### src/rtl/uart_irq_pkg.sv
package uart_irq_pkg;

    typedef enum logic [3:0] {
        ID_MODEM   = 4'h0,
        ID_NONE    = 4'h1,
        ID_THRE    = 4'h2,
        ID_RXDATA  = 4'h4,
        ID_LINE    = 4'h6,
        ID_TIMEOUT = 4'hC
    } irq_id_e;

    localparam int EN_RXDATA = 0;
    localparam int EN_THRE   = 1;
    localparam int EN_LINE   = 2;
    localparam int EN_MODEM  = 3;
    localparam int EN_W      = 4;
    localparam int NUM_SRC   = 5;

    typedef struct packed {
        logic [EN_W-1:0] enable;
        logic [7:0]      ident;
        logic            irq;
    } ident_state_t;

endpackage

### src/rtl/uart_irq_prio.sv
module uart_irq_prio
    import uart_irq_pkg::*;
#(
    parameter int CNT_W = 5
) (
    input  logic [EN_W-1:0]  enable_i,
    input  logic [3:0]       err_flags_i,
    input  logic             data_ready_i,
    input  logic             timeout_i,
    input  logic             fifo_en_i,
    input  logic [CNT_W-1:0] rx_count_i,
    input  logic [CNT_W-1:0] rx_trig_i,
    input  logic             thre_pend_i,
    input  logic [3:0]       msr_delta_i,
    output irq_id_e          id_o
);

    logic    [NUM_SRC-1:0] req;
    irq_id_e               code [NUM_SRC];
    logic                  rx_level_ok;

    assign rx_level_ok = !fifo_en_i || (rx_count_i >= rx_trig_i);

    // Index 0 is the most urgent source.
    assign req[0] = enable_i[EN_LINE] && (|err_flags_i);
    assign req[1] = timeout_i;
    assign req[2] = enable_i[EN_RXDATA] && data_ready_i && rx_level_ok;
    assign req[3] = enable_i[EN_THRE] && thre_pend_i;
    assign req[4] = enable_i[EN_MODEM] && (|msr_delta_i);

    assign code[0] = ID_LINE;
    assign code[1] = ID_TIMEOUT;
    assign code[2] = ID_RXDATA;
    assign code[3] = ID_THRE;
    assign code[4] = ID_MODEM;

    always_comb begin
        id_o = ID_NONE;
        if (enable_i != '0) begin
            for (int i = NUM_SRC - 1; i >= 0; i--) begin
                if (req[i]) id_o = code[i];
            end
        end
    end

endmodule

### src/rtl/uart_irq_thre_pend.sv
module uart_irq_thre_pend (
    input  logic clk,
    input  logic rst_n,
    input  logic set_i,
    input  logic clr_i,
    output logic pend_o
);

    logic pend_d, pend_q;

    always_comb begin
        pend_d = set_i ? 1'b1 : (clr_i ? 1'b0 : pend_q);
    end

    always_ff @(posedge clk or negedge rst_n) begin
        if (!rst_n) pend_q <= 1'b0;
        else        pend_q <= pend_d;
    end

    assign pend_o = pend_q;

endmodule

### src/rtl/uart_irq_ident.sv
module uart_irq_ident
    import uart_irq_pkg::*;
#(
    parameter int FIFO_DEPTH = 16,
    localparam int CNT_W     = $clog2(FIFO_DEPTH + 1)
) (
    input  logic             clk,
    input  logic             rst_n,
    input  logic             en_wr_i,
    input  logic [7:0]       en_wdata_i,
    input  logic             id_rd_i,
    input  logic             tx_load_i,
    input  logic             tx_empty_evt_i,
    input  logic             hold_empty_i,
    input  logic [3:0]       err_flags_i,
    input  logic             data_ready_i,
    input  logic             timeout_i,
    input  logic             fifo_en_i,
    input  logic [CNT_W-1:0] rx_count_i,
    input  logic [CNT_W-1:0] rx_trig_i,
    input  logic [3:0]       msr_delta_i,
    output logic [EN_W-1:0]  enable_o,
    output logic [7:0]       ident_o,
    output logic             irq_o
);

    ident_state_t st_d, st_q;
    irq_id_e      id_now;
    logic         thre_pend;
    logic         pend_set, pend_clr;

    assign pend_set = tx_empty_evt_i || (en_wr_i && hold_empty_i);
    assign pend_clr = id_rd_i || tx_load_i;

    uart_irq_thre_pend u_pend (
        .clk    (clk),
        .rst_n  (rst_n),
        .set_i  (pend_set),
        .clr_i  (pend_clr),
        .pend_o (thre_pend)
    );

    uart_irq_prio #(.CNT_W(CNT_W)) u_prio (
        .enable_i     (st_q.enable),
        .err_flags_i  (err_flags_i),
        .data_ready_i (data_ready_i),
        .timeout_i    (timeout_i),
        .fifo_en_i    (fifo_en_i),
        .rx_count_i   (rx_count_i),
        .rx_trig_i    (rx_trig_i),
        .thre_pend_i  (thre_pend),
        .msr_delta_i  (msr_delta_i),
        .id_o         (id_now)
    );

    always_comb begin
        st_d = st_q;
        if (en_wr_i) st_d.enable = en_wdata_i[EN_W-1:0];
        st_d.ident = {fifo_en_i ? 2'b11 : 2'b00, 2'b00, id_now};
        st_d.irq   = (id_now != ID_NONE);
    end

    always_ff @(posedge clk or negedge rst_n) begin
        if (!rst_n) begin
            st_q.enable <= '0;
            st_q.ident  <= 8'h01;
            st_q.irq    <= 1'b0;
        end else begin
            st_q <= st_d;
        end
    end

    assign enable_o = st_q.enable;
    assign ident_o  = st_q.ident;
    assign irq_o    = st_q.irq;

endmodule

### config.mk
export PLATFORM = sky130hd
export DESIGN_NAME = uart_irq_ident
export DESIGN_NICKNAME = d
export VERILOG_FILES = /design/src/rtl/uart_irq_pkg.sv /design/src/rtl/uart_irq_prio.sv /design/src/rtl/uart_irq_thre_pend.sv /design/src/rtl/uart_irq_ident.sv
export SDC_FILE = /design/constraint.sdc
export NUM_CORES = 1
export LEC_CHECK = 0
export ABC_AREA = 1
export BUFFER_PORTS_ARGS = -buffer_cell sky130_fd_sc_hd__buf_2
export CAP_MARGIN = 20
export CORE_MARGIN = 2
export CORE_UTILIZATION = 34
export CTS_CLUSTER_DIAMETER = 80
export CTS_CLUSTER_SIZE = 24
export DETAILED_ROUTE_END_ITERATION = 6
export PLACE_DENSITY = 0.73
export SLEW_MARGIN = 40
export SYNTH_ARGS = -nofsm -noshare
export SYNTH_HDL_FRONTEND = slang
export SYNTH_SLANG_ARGS = --single-unit
### constraint.sdc
create_clock -name clk -period 1 [get_ports clk]
set_input_delay 0.05 -clock clk [delete_from_list [all_inputs] [get_ports clk]]
set_output_delay 0.05 -clock clk [all_outputs]
set_load 0.05 [all_outputs]
==> reports/metrics.csv <==
stage;metric;value;unit
floorplanning;die_h;47.24;um
floorplanning;die_w;47.24;um
power;power;1.306;mW
cells_and_area;fin_util;56.42;%
critical_path;crit_fanout;4;
cells_and_area;layout_commonest_cell;buf_2;
floorplanning;start_util;36.42;%
placement;numPortBuffers;42;
cells_and_area;multi_input_area;299.0;um2
grt;grt.overflow.total;0;
timing;whs;8.446;ps
placement;placed_cell_area;870.8;um2
cells_and_area;final_cell_mix;buf_2 (37), nand2_1 (16), inv_1 (13);
placement;gp_congestion;0.7189;
grt;grt_max_degree;12;
critical_path;startpoint_type;flip-flop;
routing;drt_iter0_markers;3;
clock_tree;htreeDepth;1;
cells_and_area;finalNetCount;163;
synthesis;synth.area.top_cells;dfrtp_1 (39%), ha_1 (9.8%), nand2_1 (9.4%);
routing;viasPerCell;4.233;
synthesis;synth.distinct_cells;18;
routing;num_vias;618;
job;cap_violations;0;
timing;hold_violations;0;
status;status;finished with violations;
status;violations;negative setup slack;
grt;grt_pass1_vias;593;
synthesis;synth-seq-area-share;43.50;%
timing;fmaxAchievable;962.3;MHz
synthesis;synth_top_area_share;39.37;%
critical_path;path_class;reg2reg;
min_path;hp-class;in2reg;
power;p_per_area;1326;nW/um2
cells_and_area;drive_gt1_share;53.72;%
timing;finalCritPeriodShare;103.9;%
routing;wire_per_inst;9.301;um
timing;maxSlewViolCount;0;
timing;min_period;1039;ps
synthesis;yosys.area.top_type;dfrtp_1;
power;p_leak;0.5529;nW
timing;fin_skew;3.397;ps
cells_and_area;diodes;0;
clock_tree;clock_latency;270;ps
clock_tree;clock-root-buffer;clkbuf_4;
grt;grt_pass1_wl;2132;um
power;peakVddDrop;627.8;uV
clock_tree;cts_tree;built;
synthesis;syn_inst;71;
synthesis;ys_ff_latch;11;
synthesis;syn_area;635.6;um2
floorplanning;rows;15;
cells_and_area;n_fill_cell;166;
timing;setup_violations;4;
floorplanning;core_area;1745;um2
critical_path;crit_arrival;1200;ps
grt;grt_antenna_before_repair;0;
clock_tree;cts_buffers;3;
placement;dp_hpwl;1124;um
routing;drtAntennaViolNets;0;
cells_and_area;seq_area;281.5;um2
floorplanning;design.portCount;49;
critical_path;cp-end-kind;flip-flop;
cells_and_area;area_growth;54.92;%
critical_path;cp.required;1160;ps
clock_tree;cts.sinks;11;
timing;rsz0062_at_grt;true;
timing;setup_slack;-39.15;ps
cells_and_area;design_area;984.7;um2
synthesis;yosysWarningCount;0;
clock_tree;cts_buffer_depth;2;
synthesis;syn_area_per_cell;8.952;um2
placement;dp_slack;-143.0;ps
grt;track_usage;13.42;%
routing;drt_wl_total;1358;um
floorplanning;die-area;2231;um2
clock_tree;path_clk_slew;70;ps
routing;dr.pass1.iters;4;
routing;drc;0;
-- flip-flops by register name (all words and copies together) (netlist names) --
signal / cells
enable_o: 4
ident_o: 5
irq_o: 1
u_pend.pend_o: 1
-- cell families (layout without fill, tap and decap cells) --
logic type / count (synthesis) / count (layout) / synth area share, %
compound gates: 4 / 4 / 4.528
fa+ha+maj: 5 / 5 / 9.843
mux: 4 / 4 / 7.086
simple gates: 29 / 29 / 22.64
buf+inv: 17 / 66 / 11.81
other cells: 1 / 2 / 0.5900
flops: 11 / 11 / 43.50
-- layout make-up --
cell class	count	share of cell area, %
clock buffer	4	2.668
multi-input combinational	44	30.37
timing repair buffer	48	29.86
sequential	11	28.59
inverter	14	5.337
tap	25	3.177
-- final timing paths --
path                               start       endpoint  slack [ps]  cells after the start
min reg2reg                u_pend.pend_o  u_pend.pend_o         550                      1
max                          enable_o[2]          irq_o         -40                      4
max reg2reg                  enable_o[2]          irq_o         -40                      4
min                            timeout_i     ident_o[3]           8                      3
min in group asynchronous          rst_n     ident_o[3]         170                      2
max in group asynchronous          rst_n     ident_o[0]         560                      2
-- what timing repair did --
action / in CTS / in global routing
endpoints found under the setup margin: 7 / 6
hold buffers: 3 / 0
setup buffers: 0 / 2
endpoints found under the hold margin: 13 / 0
pin swaps: 0 / 2
resized for setup: 9 / 3
-- per-stage QoR --
step	cells	setup TNS, ps
2_1_floorplan	72	-310.1
3_3_place_gp	137	-262.9
3_5_place_dp	137	-343.5
4_1_cts	144	-80.69
5_1_grt	146	-335.3
6_report	146	-131.8
-- cell usage after synthesis (all sizes together) --
cell,instances
ha,5
nor4,1
conb,1
nand4,1
buf,3
a21oi,2
nand3,2
nand2,19
dfrtp,10
o21ai,1
nor2,6
dfstp,1
mux2,4
inv,14
a221o,1
-- report_power, final --
part           switching [mW]  total (mW)  internal (mW)  leakage, nW
logic                   0.290       0.473          0.183        0.418
registers              0.0335       0.527          0.493        0.120
clock network           0.152       0.306          0.154       0.0150
total                   0.476        1.31          0.830        0.553
-- per-layer routing --
metal / global-route usage (%) / vias to the layer above / wire [um]
met1: 13.21 / 270 / 551
met4: 7.222 / 0 / 25
met5: 0 / - / 0
met3: 2.308 / 4 / 99
met2: 25.95 / 29 / 680
li1: - / 315 / -
-- worst max-delay path, stage by stage (launching register included) --
cell,delay (ps)
dfrtp_2,440
nor4_4,310
inv_2,70
nand2_2,70
nand2_2,40
Note: power is estimated with default switching activity, not from simulation.
